**src/rtl/ilv_pkg.sv**
```systemverilog
package ilv_pkg;

    typedef struct packed {
        logic mid;     // next edge is the mid-period capture edge
        logic locked;  // a sync has been seen since reset
    } phase_st_t;

endpackage

```
**src/rtl/ilv_phase.sv**
```systemverilog
module ilv_phase
    import ilv_pkg::*;
(
    input  logic clk_i,
    input  logic rst_n_i,
    input  logic sync_i,
    output logic cap_en_o,
    output logic sel_b_o,
    output logic flush_o
);

    phase_st_t st_d, st_q;

    always_comb begin
        st_d = st_q;
        if (sync_i) begin
            st_d.mid    = 1'b1;
            st_d.locked = 1'b1;
        end else if (st_q.locked) begin
            st_d.mid = ~st_q.mid;
        end
    end

    always_ff @(posedge clk_i) begin
        if (!rst_n_i) st_q <= '0;
        else          st_q <= st_d;
    end

    assign cap_en_o = st_q.locked & st_q.mid & ~sync_i;
    assign sel_b_o  = st_q.mid;
    assign flush_o  = st_q.locked & st_q.mid & sync_i;


    phase_toggle_chk: assert property (@(posedge clk_i) disable iff (!rst_n_i)
        (st_q.locked && !sync_i) |=> (st_q.mid != $past(st_q.mid)));


    sync_lock_chk: assert property (@(posedge clk_i) disable iff (!rst_n_i)
        sync_i |=> (st_q.mid && st_q.locked));

endmodule

```
**src/rtl/ilv_capture.sv**
```systemverilog
module ilv_capture #(
    parameter int DATA_W = 16
) (
    input  logic              clk_i,
    input  logic              rst_n_i,
    input  logic              cap_en_i,
    input  logic              flush_i,
    input  logic [DATA_W-1:0] a_i,
    input  logic [DATA_W-1:0] b_i,
    output logic [DATA_W-1:0] a_o,
    output logic [DATA_W-1:0] b_o,
    output logic              pair_vld_o
);

    typedef struct packed {
        logic [DATA_W-1:0] a;
        logic [DATA_W-1:0] b;
        logic              vld;
    } cap_st_t;

    cap_st_t st_d, st_q;

    always_comb begin
        st_d = st_q;
        if (flush_i) begin
            st_d.vld = 1'b0;
        end else if (cap_en_i) begin
            st_d.a   = a_i;
            st_d.b   = b_i;
            st_d.vld = 1'b1;
        end
    end

    always_ff @(posedge clk_i) begin
        if (!rst_n_i) st_q <= '0;
        else          st_q <= st_d;
    end

    assign a_o        = st_q.a;
    assign b_o        = st_q.b;
    assign pair_vld_o = st_q.vld;


    hold_off_phase_chk: assert property (@(posedge clk_i) disable iff (!rst_n_i)
        !cap_en_i |=> ($stable(a_o) && $stable(b_o)));


    flush_drop_chk: assert property (@(posedge clk_i) disable iff (!rst_n_i)
        flush_i |=> !pair_vld_o);

endmodule

```
**src/rtl/ilv_outmux.sv**
```systemverilog
module ilv_outmux #(
    parameter int DATA_W = 16
) (
    input  logic              clk_i,
    input  logic              rst_n_i,
    input  logic              bypass_i,
    input  logic              sel_b_i,
    input  logic              flush_i,
    input  logic              pair_vld_i,
    input  logic [DATA_W-1:0] a_i,
    input  logic [DATA_W-1:0] b_i,
    input  logic [DATA_W-1:0] byp_i,
    output logic [DATA_W-1:0] dout_o,
    output logic              valid_o
);

    typedef struct packed {
        logic [DATA_W-1:0] dout;
        logic              vld;
    } out_st_t;

    out_st_t st_d, st_q;

    always_comb begin
        st_d = st_q;
        if (bypass_i) begin
            st_d.dout = byp_i;
            st_d.vld  = 1'b1;
        end else begin
            st_d.dout = sel_b_i ? b_i : a_i;
            st_d.vld  = pair_vld_i & ~flush_i;
        end
    end

    always_ff @(posedge clk_i) begin
        if (!rst_n_i) st_q <= '0;
        else          st_q <= st_d;
    end

    assign dout_o  = st_q.dout;
    assign valid_o = st_q.vld;


    bypass_pass_chk: assert property (@(posedge clk_i) disable iff (!rst_n_i)
        bypass_i |=> (valid_o && dout_o == $past(byp_i)));


    first_word_chk: assert property (@(posedge clk_i) disable iff (!rst_n_i)
        (!bypass_i && !sel_b_i) |=> (dout_o == $past(a_i)));


    valid_follow_chk: assert property (@(posedge clk_i) disable iff (!rst_n_i)
        (!bypass_i && pair_vld_i && !flush_i) |=> valid_o);


    flush_quiet_chk: assert property (@(posedge clk_i) disable iff (!rst_n_i)
        (!bypass_i && flush_i) |=> !valid_o);

endmodule

```
**src/rtl/ilv_top.sv**
```systemverilog
module ilv_top #(
    parameter int DATA_W = 16
) (
    input  logic              clk_fast_i,
    input  logic              rst_n_i,
    input  logic              sync_i,
    input  logic              bypass_i,
    input  logic [DATA_W-1:0] a_i,
    input  logic [DATA_W-1:0] b_i,
    output logic [DATA_W-1:0] dout_o,
    output logic              valid_o
);

    logic              cap_en;
    logic              sel_b;
    logic              flush;
    logic              pair_vld;
    logic [DATA_W-1:0] a_cap;
    logic [DATA_W-1:0] b_cap;

    ilv_phase u_phase (
        .clk_i    (clk_fast_i),
        .rst_n_i  (rst_n_i),
        .sync_i   (sync_i),
        .cap_en_o (cap_en),
        .sel_b_o  (sel_b),
        .flush_o  (flush)
    );

    ilv_capture #(.DATA_W(DATA_W)) u_capture (
        .clk_i      (clk_fast_i),
        .rst_n_i    (rst_n_i),
        .cap_en_i   (cap_en),
        .flush_i    (flush),
        .a_i        (a_i),
        .b_i        (b_i),
        .a_o        (a_cap),
        .b_o        (b_cap),
        .pair_vld_o (pair_vld)
    );

    ilv_outmux #(.DATA_W(DATA_W)) u_outmux (
        .clk_i      (clk_fast_i),
        .rst_n_i    (rst_n_i),
        .bypass_i   (bypass_i),
        .sel_b_i    (sel_b),
        .flush_i    (flush),
        .pair_vld_i (pair_vld),
        .a_i        (a_cap),
        .b_i        (b_cap),
        .byp_i      (a_i),
        .dout_o     (dout_o),
        .valid_o    (valid_o)
    );

endmodule

```
**config.mk**
```make
export PLATFORM = sky130hd
export DESIGN_NAME = ilv_top
export DESIGN_NICKNAME = d
export VERILOG_FILES = /design/src/rtl/ilv_pkg.sv /design/src/rtl/ilv_phase.sv /design/src/rtl/ilv_capture.sv /design/src/rtl/ilv_outmux.sv /design/src/rtl/ilv_top.sv
export SDC_FILE = /design/constraint.sdc
export NUM_CORES = 1
export LEC_CHECK = 0
export CAP_MARGIN = 10
export CORE_MARGIN = 4
export CORE_UTILIZATION = 40
export DETAILED_ROUTE_END_ITERATION = 12
export GPL_TIMING_DRIVEN = 0
export PLACE_DENSITY = 0.67
export RECOVER_POWER = 25
export SETUP_SLACK_MARGIN = 0.15
export SLEW_MARGIN = 20
export SYNTH_ARGS = -nofsm -noshare
export SYNTH_HDL_FRONTEND = slang
export SYNTH_SLANG_ARGS = --single-unit
export TNS_END_PERCENT = 1
```
**constraint.sdc**
```tcl
create_clock -name clk_fast_i -period 1.43 [get_ports clk_fast_i]
set_input_delay 0.286 -clock clk_fast_i [delete_from_list [all_inputs] [get_ports clk_fast_i]]
set_output_delay 0.286 -clock clk_fast_i [all_outputs]
set_load 0.02 [all_outputs]
```
==> metrics.csv <==
stage;metric;value;unit
yosys;yosys.cell_types.count;19;
setup_path;critPathTopFamily;flip-flops;
place;dp_hpwl;3520;um
finish;layout.area.seq;0.00104;mm2
timing;finClkSkew;0.00836;ns
setup_path;rrSetupSlack;0.25;ns
yosys;ys_ff_latch;52;
pwr;vdd.ir_drop.worst;580;uV
setup_path;required;1.14;ns
finish;post-route-util;0.555;
clock_network;hold_buffers;0;
drt;first_pass_iters;4;
timing;rsz0062_at_grt;yes;
clock_network;numCtsBuffers;5;
pwr;intPower;2.25;mW
setup_path;timing.critical_path.from;u_outmux.dout_o[7]$_SDFF_PN0_;
drt;vias_per_cell;4.72;
finish;final_cell_mix;nand2_1, dfxtp_1, mux2i_1;
setup_path;path_buf_inv;1;
clock_network;clk_transition_reported_paths;0.09;ns
global_routing;grt_max_degree;16;
pwr;power_frac_seq;0.518;
finish;final_area;0.00291;mm2
timing;finalSetupViolations;0;
global_routing;antenna_found_initial;0;
drt;drt-initial-drc-count;101;
place;place.gp.congestion;0.756;
floorplanning;rows;26;
setup_path;critPathCapture;dout_o[7];
floorplanning;die_width;82.3;um
yosys;syn_nets;260;
pwr;sw_frac_of_total;0.237;
timing;min_period;1.26;ns
drt;route.antenna.remaining_nets;0;
global_routing;grt_pass1_wl;7900;um
setup_path;r2r-end;u_capture.a_o[4]$_SDFFE_PN0P_;
setup_path;start_kind;flop;
setup_path;worstPathArrival;0.98;ns
setup_path;crit_cells;1;
timing;worst_pin_slew;0.532;ns
pwr;p_switching;0.699;mW
timing;hold_violations;0;
yosys;avgSynthCellArea;9.85;um2
setup_path;reg2reg_from;u_phase.st_q[0]$_SDFFE_PN0P_;
clock_network;cts_tree;yes;
drt;finalWirelength;4910;um
yosys;synth.yosys.seq_area_share;0.472;
floorplanning;fp.dieH;82.3;um
clock_network;h-tree-depth;2;
clock_network;clock-sinks;52;
run;cap_violations;0;
finish;final_common_cell;nand2_1;
floorplanning;start_util;0.421;
pwr;clkPwrFrac;0.336;
drt;vias;1677;
pwr;pwr-share-comb;0.145;
yosys;synth_area;0.00221;mm2
setup_path;cp_slowest_stage_delay;0.34;ns
timing;drv_slew;0;
place;dp_cells;345;
finish;insertedDiodeCount;0;
timing;finalCritPeriodShare;0.884;
global_routing;grt_usage;0.159;
timing;fmax;0.791;GHz
place;dpl_cell_area;0.00280;mm2
floorplanning;dieArea;0.00677;mm2
finish;syn_to_final_growth;31.7;%
hold_path;min_path_cells;3;
floorplanning;fp.coreArea;0.00524;mm2
setup_path;cp-end-kind;output port;
finish;fin_cells;355;
finish;drive_above_1_share;0.0772;
setup_path;path_class;reg2out;
yosys;yosys_warnings;0;
finish;fin_nets;320;
place;port_buffers;51;
drt;drt-wirelength-per-cell;13.8;um
drt;post-route-drc-count;0;
finish;fill_cells;488;
floorplanning;io_pins;53;
pwr;p_per_area;1010;mW/mm2
clock_network;clk_path_buf_depth;2;
clock_network;cts-root-buf;clkbuf_8;
hold_path;hp-class;in2reg;
yosys;netlist_instances;224;
setup_path;slowest_stage;dfxtp_1;
global_routing;grt.overflow.total;0;
setup_path;worstPathCellList;dlygate4sd2_1;
setup_path;cp_max_fo;1;
finish;multiInputGateArea;0.00100;mm2
clock_network;clk_latency;0.31;ns
setup_path;r2r_cells;4;
status;status;finished clean;
pwr;p_total;2.94;mW
pwr;p_leak;1.15;nW
timing;maxSlewHeadroom;0.645;
global_routing;grt_pass1_vias;1663;
[sequential cells by signal, indices dropped and copies added (netlist names)]
register / flops
u_capture.a_o: 16
u_capture.b_o: 16
u_outmux.dout_o: 16
u_capture.pair_vld_o: 1
u_outmux.valid_o: 1
u_phase.sel_b_o: 1
u_phase.st_q: 1
[synth_stat cells]
| master | number | area share |
|---|---|---|
| clkinv_1 | 1 | 0.0017 |
| buf_12 | 4 | 0.036 |
| xor2_1 | 1 | 0.0040 |
| dfxtp_1 | 52 | 0.47 |
| and3b_1 | 1 | 0.0040 |
| mux2i_1 | 48 | 0.22 |
| a41oi_1 | 1 | 0.0040 |
| a21boi_0 | 1 | 0.0034 |
| a211oi_1 | 16 | 0.054 |
| o21ai_0 | 1 | 0.0023 |
| buf_2 | 6 | 0.014 |
| nand2_1 | 64 | 0.11 |
| buf_4 | 1 | 0.0034 |
| nor2b_1 | 16 | 0.045 |
| buf_6 | 2 | 0.010 |
| clkbuf_1 | 4 | 0.0068 |
| o21a_1 | 2 | 0.0068 |
| inv_2 | 1 | 0.0017 |
| nor2_1 | 2 | 0.0034 |
[routing by layer]
metal	track usage	vias up	part of all wire
met4	0.0648	0	0.020
li1	-	865	-
met5	0	-	0
met1	0.201	772	0.46
met3	0.0456	6	0.046
met2	0.252	34	0.48
[kinds of logic after synthesis]
| logic type | Yosys count | synth area share |
|---|---|---|
| AOI/OAI and AO/OA | 21 | 0.0709 |
| xor gates and xnor gates | 1 | 0.00397 |
| buffers and inverters | 19 | 0.0737 |
| DFF | 52 | 0.472 |
| muxes | 48 | 0.218 |
| and+or+nand+nor | 83 | 0.162 |
[how the worst min path moves through the flow]
stage | from | to | slack (ns)
after floorplan | sync_i | u_phase.st_q[0]$_SDFFE_PN0P_ | 0.40
after global placement | u_capture.a_o[6]$_SDFFE_PN0P_ | u_capture.a_o[6]$_SDFFE_PN0P_ | 0.44
after detailed placement | u_capture.a_o[12]$_SDFFE_PN0P_ | u_capture.a_o[12]$_SDFFE_PN0P_ | 0.45
after CTS | rst_n_i | u_outmux.dout_o[4]$_SDFF_PN0_ | 0.37
after global routing | sync_i | u_outmux.valid_o$_SDFF_PN0_ | 0.28
final | sync_i | u_phase.st_q[0]$_SDFFE_PN0P_ | 0.26
[power by group through the flow]
stage / Combinational (mW) / Sequential, mW / Clock (mW)
floorplan: 0.209 / 1.59 / 0
global placement: 0.449 / 1.56 / 0
detailed placement: 0.452 / 1.56 / 0
CTS: 0.433 / 1.53 / 1.02
global route: 0.467 / 1.53 / 1.07
finish: 0.428 / 1.53 / 0.990
[metrics by stage]
| step | worst slack [ns] | hold slack (ns) | TNS [ns] |
|---|---|---|---|
| finish | 0.166 | 0.261 | 0 |
| global route | 0.135 | 0.283 | 0 |
| CTS | 0.155 | 0.365 | 0 |
| detailed placement | -0.326 | 0.448 | -7.20 |
| global placement | -0.316 | 0.441 | -7.22 |
| floorplan | 0.364 | 0.402 | 0 |
[area by class of cell]
cell class	instances	area share
Sequential cell	52	0.358
Tap cell	70	0.0301
Clock buffer	6	0.0250
Inverter	2	0.00258
Clock inverter	2	0.0121
Buffer	17	0.0530
Multi-Input combinational cell	153	0.345
Timing Repair Buffer	53	0.174
[worst reg2reg max path: cells and delay by family, from the launching register on]
| family | cells | cell delay, ns |
|---|---|---|
| flip-flops | 1 | 0.41 |
| buffers and inverters | 2 | 0.30 |
| multiplexers | 1 | 0.20 |
| AND/OR/NAND/NOR | 1 | 0.19 |
[what timing repair did]
| item | CTS | global route |
|---|---|---|
| pin swaps | 0 | 0 |
| gates cloned | 0 | 0 |
| setup endpoints to repair | 28 | 35 |
| buffers inserted | 0 | 2 |
| resized for setup | 19 | 1 |
Power figures use the tool's default switching activity.
